$ cat src/rtl/chg_irq_pkg.sv
package chg_irq_pkg;
  typedef enum logic [1:0] {
    REG_MSET = 2'd0,
    REG_MCLR = 2'd1,
    REG_MASK = 2'd2,
    REG_PEND = 2'd3
  } reg_sel_e;
endpackage

$ cat src/rtl/chg_sync.sv
module chg_sync #(
  parameter int unsigned W      = 32,
  parameter int unsigned STAGES = 2
) (
  input  logic         clk_i,
  input  logic         rst_ni,
  input  logic [W-1:0] d_i,
  output logic [W-1:0] q_o
);
  logic [STAGES-1:0][W-1:0] stg_q;

  always_ff @(posedge clk_i or negedge rst_ni) begin
    if (!rst_ni) stg_q <= '0;
    else begin
      stg_q[0] <= d_i;
      for (int s = 1; s < STAGES; s++) stg_q[s] <= stg_q[s-1];
    end
  end

  assign q_o = stg_q[STAGES-1];
endmodule

$ cat src/rtl/chg_detect.sv
module chg_detect #(
  parameter int unsigned W        = 32,
  parameter int unsigned FILL_CYC = 3
) (
  input  logic         clk_i,
  input  logic         rst_ni,
  input  logic [W-1:0] smp_i,
  output logic [W-1:0] chg_o
);
  localparam int unsigned CW = $clog2(FILL_CYC + 1);

  logic [W-1:0]  prev_q;
  logic [CW-1:0] fill_q;
  logic          armed;

  assign armed = (fill_q == CW'(FILL_CYC));

  // prev always follows the sample; compare is gated until pipeline is full
  always_ff @(posedge clk_i or negedge rst_ni) begin
    if (!rst_ni) begin
      prev_q <= '0;
      fill_q <= '0;
    end else begin
      prev_q <= smp_i;
      if (!armed) fill_q <= fill_q + 1'b1;
    end
  end

  assign chg_o = armed ? (smp_i ^ prev_q) : '0;


  ev_polarity_chk: assert property (@(posedge clk_i) disable iff (!rst_ni)
    armed |=> ((chg_o & ~($past(smp_i) ^ smp_i)) == '0));
endmodule

$ cat src/rtl/chg_regs.sv
module chg_regs
  import chg_irq_pkg::*;
#(
  parameter int unsigned W = 32
) (
  input  logic         clk_i,
  input  logic         rst_ni,
  input  logic [W-1:0] chg_i,
  input  logic         req_i,
  input  logic         we_i,
  input  logic [1:0]   addr_i,
  input  logic [W-1:0] wdata_i,
  output logic [W-1:0] rdata_o,
  output logic         irq_o
);
  reg_sel_e     sel;
  logic         wr_set, wr_clr, rd_mask, rd_pend;
  logic [W-1:0] mask_q, mask_d, pend_q, pend_d, rdata_q;
  logic         irq_q;

  assign sel     = reg_sel_e'(addr_i);
  assign wr_set  = req_i &  we_i & (sel == REG_MSET);
  assign wr_clr  = req_i &  we_i & (sel == REG_MCLR);
  assign rd_mask = req_i & ~we_i & (sel == REG_MASK);
  assign rd_pend = req_i & ~we_i & (sel == REG_PEND);

  always_comb begin
    mask_d = mask_q;
    if (wr_set) mask_d = mask_q | wdata_i;
    if (wr_clr) mask_d = mask_q & ~wdata_i;
  end

  // new events win over the clearing read
  assign pend_d = (rd_pend ? '0 : pend_q) | chg_i;

  always_ff @(posedge clk_i or negedge rst_ni) begin
    if (!rst_ni) begin
      mask_q  <= '0;
      pend_q  <= '0;
      rdata_q <= '0;
      irq_q   <= 1'b0;
    end else begin
      mask_q <= mask_d;
      pend_q <= pend_d;
      irq_q  <= |(pend_d & mask_d);
      if (rd_mask)      rdata_q <= mask_q;
      else if (rd_pend) rdata_q <= pend_q;
    end
  end

  assign rdata_o = rdata_q;
  assign irq_o   = irq_q;


  mask_set_chk: assert property (@(posedge clk_i) disable iff (!rst_ni)
    wr_set |=> ((mask_q & $past(wdata_i)) == $past(wdata_i)));

  mask_clr_chk: assert property (@(posedge clk_i) disable iff (!rst_ni)
    wr_clr |=> ((mask_q & $past(wdata_i)) == '0));

  pend_set_chk: assert property (@(posedge clk_i) disable iff (!rst_ni)
    (chg_i != '0) |=> ((pend_q & $past(chg_i)) == $past(chg_i)));

  pend_clr_chk: assert property (@(posedge clk_i) disable iff (!rst_ni)
    rd_pend |=> ((pend_q & ~$past(chg_i)) == '0));

  irq_match_chk: assert property (@(posedge clk_i) disable iff (!rst_ni)
    irq_o == |(pend_q & mask_q));
endmodule

$ cat src/rtl/chg_irq_ctrl.sv
module chg_irq_ctrl #(
  parameter int unsigned NUM_LINES   = 32,
  parameter int unsigned SYNC_STAGES = 2
) (
  input  logic                 clk_i,
  input  logic                 rst_ni,
  input  logic [NUM_LINES-1:0] lines_i,
  input  logic                 req_i,
  input  logic                 we_i,
  input  logic [1:0]           addr_i,
  input  logic [NUM_LINES-1:0] wdata_i,
  output logic [NUM_LINES-1:0] rdata_o,
  output logic                 irq_o
);
  localparam int unsigned FILL_CYC = SYNC_STAGES + 1;

  logic [NUM_LINES-1:0] smp, chg;

  chg_sync #(.W(NUM_LINES), .STAGES(SYNC_STAGES)) i_sync (
    .clk_i, .rst_ni, .d_i(lines_i), .q_o(smp));

  chg_detect #(.W(NUM_LINES), .FILL_CYC(FILL_CYC)) i_detect (
    .clk_i, .rst_ni, .smp_i(smp), .chg_o(chg));

  chg_regs #(.W(NUM_LINES)) i_regs (
    .clk_i, .rst_ni, .chg_i(chg), .req_i, .we_i, .addr_i, .wdata_i,
    .rdata_o, .irq_o);
endmodule

$ cat config.mk
export PLATFORM = sky130hd
export DESIGN_NAME = chg_irq_ctrl
export DESIGN_NICKNAME = d
export VERILOG_FILES = /design/src/rtl/chg_irq_pkg.sv /design/src/rtl/chg_sync.sv /design/src/rtl/chg_detect.sv /design/src/rtl/chg_regs.sv /design/src/rtl/chg_irq_ctrl.sv
export SDC_FILE = /design/constraint.sdc
export NUM_CORES = 1
export LEC_CHECK = 0
export BUFFER_PORTS_ARGS = -buffer_cell sky130_fd_sc_hd__buf_2
export CAP_MARGIN = 10
export CORE_MARGIN = 3
export CORE_UTILIZATION = 30
export CTS_BUF_LIST = sky130_fd_sc_hd__clkbuf_4 sky130_fd_sc_hd__clkbuf_8
export DETAILED_ROUTE_END_ITERATION = 6
export SLEW_MARGIN = 0
export SYNTH_ARGS = -nofsm -noshare
export SYNTH_HDL_FRONTEND = slang
export SYNTH_SLANG_ARGS = --single-unit
$ cat constraint.sdc
create_clock -name clk_i -period 2.8 [get_ports clk_i]
set_input_delay 0 -clock clk_i [delete_from_list [all_inputs] [get_ports clk_i]]
set_output_delay 0 -clock clk_i [all_outputs]
set_load 0.01 [all_outputs]
=== Word level (Yosys, flattened, before mapping) ===
Index checks and enable logic that the tools add are counted.

* Register bits after elaboration: 195

* Add/sub/neg operators: 1
* Eq/ne operators: 4
* Multiplexer cells: 6
* Bitwise operators: 13
* Reduce and logical (&&, ||, !) cells: 3

{| class="wikitable"
|+ Operator list
! cell !! count
|-
| $mux W32 || 6
|-
| $and A32 B32 Y32 || 2
|-
| $or A32 B32 Y32 || 2
|-
| $not A32 Y32 || 1
|-
| $reduce_or A32 Y1 || 1
|-
| $xor A32 B32 Y32 || 1
|-
| $and A1 B1 Y1 || 6
|-
| $eq A2 B2 Y1 const B || 3
|-
| $add A2 B1 Y2 const B || 1
|-
| $eq A2 B1 Y1 const B || 1
|-
| $logic_not A2 Y1 || 1
|-
| $reduce_bool A2 Y1 || 1
|-
| $not A1 Y1 || 1
|}

=== Logic depth before layout (Yosys ltp) ===
Gate-level depths: netlist of the first run.

* Depth after elaboration: 7
* Mapped depth: 7

=== By module ===
A second synthesis of the first run with hierarchy kept.

* Cells, all modules: 604
* Area, all modules: 7578.5 um2

{| class="wikitable"
|+ Modules (own cells, without submodules)
! module !! instances !! cells each !! area each (um2) !! seq. area each (um2)
|-
| chg_regs || 1 || 403 || 4305.4 || 2427.3
|-
| chg_sync || 1 || 96 || 1841.8 || 1601.5
|-
| chg_detect || 1 || 105 || 1431.4 || 850.8
|}

=== Least setup slack after synthesis of the first run ===
OpenSTA, ideal clock, no wires.

* Path kind: register -> register
* From: register i_detect.fill_q[0]
* To: register i_regs.irq_q, in the netlist i_regs.irq_o
* Library setup time: 140 ps
* Arrival time: 1508 ps
* Required time: 2660 ps
* Path slack: 1152 ps
* Stages on the path, launching flop included: 7
* Buffers on the path: 1
* Period minus slack after synthesis: 1648 ps
* Path through: dfrtp_1 -> ha_1 -> buf_1 -> a22oi_1 -> o22ai_1 -> nor4_1 -> nand4_1

* Longest elaborated chain between the ends: 5

{| class="wikitable"
|+ RTL lines
! item !! line !! source
|-
| start: declaration || chg_detect.sv:13 || <nowiki>logic [CW-1:0] fill_q;</nowiki>
|-
| start signal: assignment || chg_detect.sv:25 || <nowiki>if (!armed) fill_q <= fill_q + 1'b1;</nowiki>
|-
| $eq A2 B2 Y1 || chg_detect.sv:16 || <nowiki>assign armed = (fill_q == CW'(FILL_CYC));</nowiki>
|-
| $mux W32 || chg_detect.sv:29 || <nowiki>assign chg_o = armed ? (smp_i ^ prev_q) : '0;</nowiki>
|-
| $or A32 B32 Y32 || chg_regs.sv:34 || <nowiki>assign pend_d = (rd_pend ? '0 : pend_q) | chg_i;</nowiki>
|-
| $and A32 B32 Y32 || chg_regs.sv:45 || <nowiki>irq_q <= |(pend_d & mask_d);</nowiki>
|-
| $reduce_or A32 Y1 || chg_regs.sv:45 ||
|-
| end signal: assignment || chg_regs.sv:45 ||
|-
| end: declaration || chg_regs.sv:19 || <nowiki>logic irq_q;</nowiki>
|}

No other way between the ends.
A chain may end at the register's enable or synchronous reset.

=== Final worst setup path of the first run ===
Ends and elaborated chain as after synthesis.

==> reports/qor.yml, run 1 <==
global_route:
  grt_max_degree: 94
  grt-ovfl-total: 0
  antenna_found_initial: 1
  grt_pass1_vias: 4656
  grt_usage_pct: 13.10
  grt_first_pass_wirelength_um: 26200
floorplanning:
  die-height_um: 161.1
  dieWidth_um: 161.1
  dieArea_mm2: 0.02595
  io_pins: 103
  coreArea_mm2: 0.02354
  initial_utilization_pct: 30.64
  rows: 56
layout:
  fin_area_mm2: 0.009140
  area_delta_synth_final_pct: 26.69
  layout.nets: 778
  finalNonFillerCells: 1037
  final_util_pct: 38.82
  insertedDiodeCount: 0
  layout-drive-gt1-share_pct: 20.47
logic_synthesis:
  seq_area_frac_synth_pct: 67.64
  syn-cell-area_mm2: 0.007214
  syn_nets: 613
  synth_top_cell_area_share_pct: 67.64
  yosysMostFrequentCell: "dfrtp_1"
  ys_ff_latch: 195
  synth-edff-count: 0
  synth_flop_cell: "dfrtp_1"
  synth_cells: 541
  synth_top_area_cell: "dfrtp_1"
  syn_area_per_cell_um2: 13.34
  synth_common_cells: "dfrtp_1, inv_1, mux2i_1"
  ys_warn_count: 0
  synth.distinct_cells: 22
  synthArstFlopShare_pct: 100.0
  synth_area_leaders: "dfrtp_1, mux2i_1, nand4b_1, xor2_1, inv_1"
clock_network:
  cts_sinks: 195
  clock-root-buffer: "clkbuf_8"
  cts_tree: "done"
  clkTransAtPathRegs_ns: 0.10
  cts_resized: 0
  cts.htree.levels: 4
  clock_latency_ns: 0.46
  cts_buffers: 17
  clock_path_buffers: 2
worst_setup_path:
  arrival_ns: 2.56
  worstSetupStartpointType: "register"
  cp-end-kind: "register"
  crit-reg2reg-launch: "i_detect.fill_q[0]$_DFFE_PN0P_"
  critPathLaunch: "i_detect.fill_q[0]$_DFFE_PN0P_"
  critical_path_class: "reg2reg"
  rr_worst_depth: 5
  required_ns: 3.12
  path_max_fanout: 28
placement:
  place_ws_ns: 0.5520
  hpwlAfterDp_um: 11140
  placed_cell_area_mm2: 0.008079
  gp_congestion: 0.7663
  dp.cells: 941
  port_buffers: 102
min_path:
  min-delay-start: "req_i"
  min_path_type: "in2reg"
  hold_path_depth: 4
sta:
  post-route-period-util_pct: 79.98
  finClkSkew_ns: 0.01339
  whs_ns: 0.03372
  fin_crit_ns: 2.239
  worst_pin_slew_ns: 1.186
  fmax_ghz: 0.4465
  tns_ns: 0
  setup_viol: 0
  rsz0062_at_grt: "false"
  hold_viol_final: 0
  report.final.slew_viol_count: 0
  final.setup.worst_slack_ns: 0.5605
  slew_headroom_pct: 20.96
run:
  cap_viol_max_count: 0
power:
  p_total_mw: 5.960
  peakVddDrop_mv: 0.3403
  leakagePower_nw: 4.332
  power_density_mw_per_mm2: 652.1
drt:
  vias: 4508
  drc: 0
  postRouteAntennaNets: 0
  totalWireLength_um: 16320
  vias_per_cell: 4.347
  dr.pass1.iters: 5
  first_iter_violations: 278
  wl_per_cell_um: 15.73
run_status:
  status: "finished, final reports clean"
==> layout by cell type, fill, tap and decap left out <==
cell type and instances:
o21ai_0 32, nand4b_4 1, clkinv_2 3, dfrtp_1 195, buf_12 2, mux2i_1 64
mux2_2 1, inv_6 2, dlygate4sd3_1 65, clkinv_4 2, nand4_1 1, inv_1 65
clkinvlp_4 2, o22ai_1 16, clkbuf_8 19, nand4b_1 32, ha_1 2, nor4_1 4
buf_2 101, clkbuf_4 1, xnor2_1 1, a22oi_2 3, nand3b_1 1, bufinv_16 3
buf_4 7, xor2_1 32, a22oi_1 29, nand2_1 32
==> area by class of cell <==
cell class              instances  area [um^2]
well taps                     319        399.1
clock buffers                  19        255.2
flip-flops and latches        195         4880
multi-input cells             251         1944
clock inverters                12        155.1
fillers                      2303        14400
repair buffers                176         1262
inverters                      65        244.0
==> registers in the layout, indices dropped and copies added (netlist names) <==
| register | flops |
|---|---|
| i_regs.mask_q | 32 |
| i_sync.q_o | 32 |
| i_detect.fill_q | 2 |
| i_regs.rdata_o | 32 |
| i_detect.prev_q | 32 |
| i_regs.irq_o | 1 |
| i_sync.stg_q | 32 |
| i_regs.pend_q | 32 |
==> report_power, final <==
group / total (mW) / switching (mW) / internal [mW]
Combinational: 0.837 / 0.472 / 0.365
Clock: 1.87 / 0.960 / 0.915
Sequential: 3.25 / 0.147 / 3.10
==> path summary, 6_finish.rpt <==
kind	to	slack [ns]
max in group asynchronous	i_regs.pend_q[25]$_DFF_PN0_	1.88
worst min-delay path	i_regs.mask_q[31]$_DFF_PN0_	0.03
worst max register to register	i_regs.irq_o$_DFF_PN0_	0.56
min in group asynchronous	i_sync.stg_q[3]$_DFF_PN0_	0.14
worst min register to register	i_sync.q_o[31]$_DFF_PN0_	0.34
worst max-delay path	i_regs.irq_o$_DFF_PN0_	0.56
==> per-layer routing <==
metal  vias up  global-route usage (%)  part of all wire, %
met3        16                   3.616                  5.6
met1      2210                   18.15                   46
met4         2                   3.833                  1.5
li1       2171                       -                    -
met2       109                   20.27                   47
met5         -                       0                0.043
==> critical path, cell delays in order, from the launching register on <==
cell,delay [ns]
dfrtp_1,0.43
ha_1,0.60
a22oi_1,0.39
o22ai_1,0.15
nor4_1,0.39
nand4_1,0.12
==> repair_timing <==
| item | CTS | global route |
|---|---|---|
| hold endpoints to repair | 155 | 0 |
| hold buffers | 65 | 0 |
| setup buffers | 0 | 0 |
==> cells by family after synthesis <==
family / count (synthesis) / synth area share (%)
AO/OA/AOI/OAI: 80 / 7.145
buffers and inverters: 95 / 5.411
flip-flops: 195 / 67.64
multiplexers: 65 / 9.036
XOR/XNOR: 33 / 4.006
AND/OR/NAND/NOR: 71 / 6.417
adder cells (fa/ha/maj): 2 / 0.3468
No activity file was read; power rests on OpenSTA's default activity.
==> inputs of run 2 (changes only) <==
clock period = 1.95 ns   (was 2.8 ns; I/O delays follow)
==> reports/qor.yml, run 2 (same netlist as run 1, synthesis figures left out) <==
run_status:
  status: "finished, final reports clean"
layout:
  seq_area_mm2: 0.004880  # unchanged
  multi_input_area_mm2: 0.001963  # +0.97%
  fin_area_mm2: 0.009211  # +0.78%
  layout-drive-gt1-share_pct: 22.09  # +1.6 points
  area_delta_synth_final_pct: 27.68
  layout.nets: 788  # +1.3%
  final_cell_mix: "dfrtp_1, buf_2, inv_1, dlygate4sd3_1, mux2i_1"
  final_util_pct: 39.13  # +0.30 points
  insertedDiodeCount: 0  # unchanged
  layout_commonest_cell: "dfrtp_1"
  fill_cells: 2294  # -0.39%
  finalNonFillerCells: 1048  # +1.1%
sta:
  post-route-period-util_pct: 92.99  # +13 points
  tns_ns: 0  # unchanged
  report.final.slew_viol_count: 0  # unchanged
  hold_viol_final: 0  # unchanged
  rsz0062_at_grt: "false"
  finClkSkew_ns: 0.01876  # +0.005367 ns
  fmax_ghz: 0.5515  # +23%
  fin_crit_ns: 1.813  # -0.4261 ns
  slew_headroom_pct: 69.94  # +49 points
  setup_viol: 0  # unchanged
  worst_pin_slew_ns: 0.4509  # -0.7347 ns
power:
  power_density_mw_per_mm2: 918.1  # +41%
  leakagePower_nw: 4.371  # +0.91%
  p_total_mw: 8.457  # +42%
  peakVddDrop_mv: 0.4083  # +20%
clock_network:
  clock-root-buffer: "clkbuf_8"
  clock_path_buffers: 2  # unchanged
  cts.htree.levels: 4  # unchanged
  clkTransAtPathRegs_ns: 0.09  # about the same
  post_cts.repair.setup_buffers: 0  # unchanged
  clock_latency_ns: 0.47  # about the same
  cts_sinks: 195  # unchanged
  cts_buffers: 17  # unchanged
  cts_tree: "done"
placement:
  hpwlAfterDp_um: 11410  # +2.4%
  placed_cell_area_mm2: 0.008154  # +0.93%
  port_buffers: 102  # unchanged
  gp_congestion: 0.7517  # -1.9%
  dp.cells: 951  # +1.1%
floorplanning:
  io_pins: 103  # unchanged
  die-height_um: 161.1  # unchanged
  dieWidth_um: 161.1  # unchanged
  coreArea_mm2: 0.02354  # unchanged
  rows: 56  # unchanged
  dieArea_mm2: 0.02595  # unchanged
  initial_utilization_pct: 30.64  # unchanged
drt:
  drc: 0  # unchanged
  postRouteAntennaNets: 0  # unchanged
  wl_per_cell_um: 15.59  # -0.95%
  vias_per_cell: 4.334  # -0.30%
  vias: 4542  # +0.75%
  dr.pass1.iters: 5  # unchanged
  first_iter_violations: 247  # -11%
  totalWireLength_um: 16330  # +0.10%
worst_setup_path:
  arrival_ns: 2.14  # -0.42 ns
  cp-end-kind: "register"
  rr_worst_depth: 6  # +1
  crit-reg2reg-launch: "i_detect.fill_q[0]$_DFFE_PN0P_"
  r2r-end: "i_regs.irq_o$_DFF_PN0_"
  path_max_fanout: 18  # -36%
  critical_path_class: "reg2reg"
  required_ns: 2.27  # -0.85 ns
  r2r_slack_ns: 0.14  # -0.42 ns
  worstSetupStartpointType: "register"
global_route:
  grt_max_degree: 52  # -45%
  grt_pass1_vias: 4794  # +3.0%
  grt-ovfl-total: 0  # unchanged
  antenna_found_initial: 1  # unchanged
  grt_first_pass_wirelength_um: 26410  # +0.79%
  grt_usage_pct: 13.27  # +0.17 points
min_path:
  min_path_type: "in2async"
run:
  cap_viol_max_count: 0  # unchanged
## run 2: power breakdown
| group | internal [mW] | total [mW] | switching [mW] |
|---|---|---|---|
| Combinational | 0.536 | 1.22 | 0.687 |
| Sequential | 4.45 | 4.66 | 0.206 |
| Clock | 1.09 | 2.57 | 1.49 |
## run 2: layout make-up
class | count | share of cell area [%]
well taps | 319 | 4.333
multi-input cells | 251 | 21.31
repair buffers | 186 | 14.52
inverters | 65 | 2.649
clock inverters | 14 | 1.521
flip-flops and latches | 195 | 52.97
clock buffers | 18 | 2.689
## run 2: how the worst max path moves through the flow
stage	slack (ns)	start	to	depth (start not counted)
3_3_place_gp	0.16	i_detect.fill_q[0]$_DFFE_PN0P_	i_regs.irq_o$_DFF_PN0_	6
6_report	0.14	i_detect.fill_q[0]$_DFFE_PN0P_	i_regs.irq_o$_DFF_PN0_	6
3_5_place_dp	0.05	i_detect.fill_q[0]$_DFFE_PN0P_	i_regs.irq_o$_DFF_PN0_	6
2_1_floorplan	0.30	i_detect.fill_q[0]$_DFFE_PN0P_	i_regs.irq_o$_DFF_PN0_	6
4_1_cts	0.03	i_detect.fill_q[0]$_DFFE_PN0P_	i_regs.irq_o$_DFF_PN0_	6
5_1_grt	0.01	i_detect.fill_q[0]$_DFFE_PN0P_	i_regs.irq_o$_DFF_PN0_	6
## run 2: routing by layer
layer / track usage, % / up-vias / routed length, um
met5: 0 / - / 7
met4: 3.833 / 2 / 172
met3: 3.898 / 13 / 801
met2: 21.21 / 102 / 7993
met1: 17.66 / 2235 / 7359
li1: - / 2190 / -
## run 2: worst max-delay path, cell delays in order, from the launching register on
cell and delay [ns]:
dfrtp_1 0.42, ha_1 0.23, buf_4 0.21, a22oi_1 0.22
o22ai_1 0.15, nor4_2 0.32, nand4_1 0.13
## run 2: timing repair
| action | in CTS | in global routing |
|---|---|---|
| hold buffers | 65 | 0 |
| hold endpoints to repair | 259 | 0 |
| gates resized for setup | 0 | 3 |
| setup endpoints to repair | 0 | 1 |
## run 2: metrics by stage
stage,hold slack (ns),worst slack [ns]
final,0.03611,0.1366
after global routing,0.03154,0.01392
after CTS,0.01989,0.03383
after detailed placement,-0.02113,0.04698
after global placement,-0.01946,0.1636
after floorplan,-0.2956,0.3021
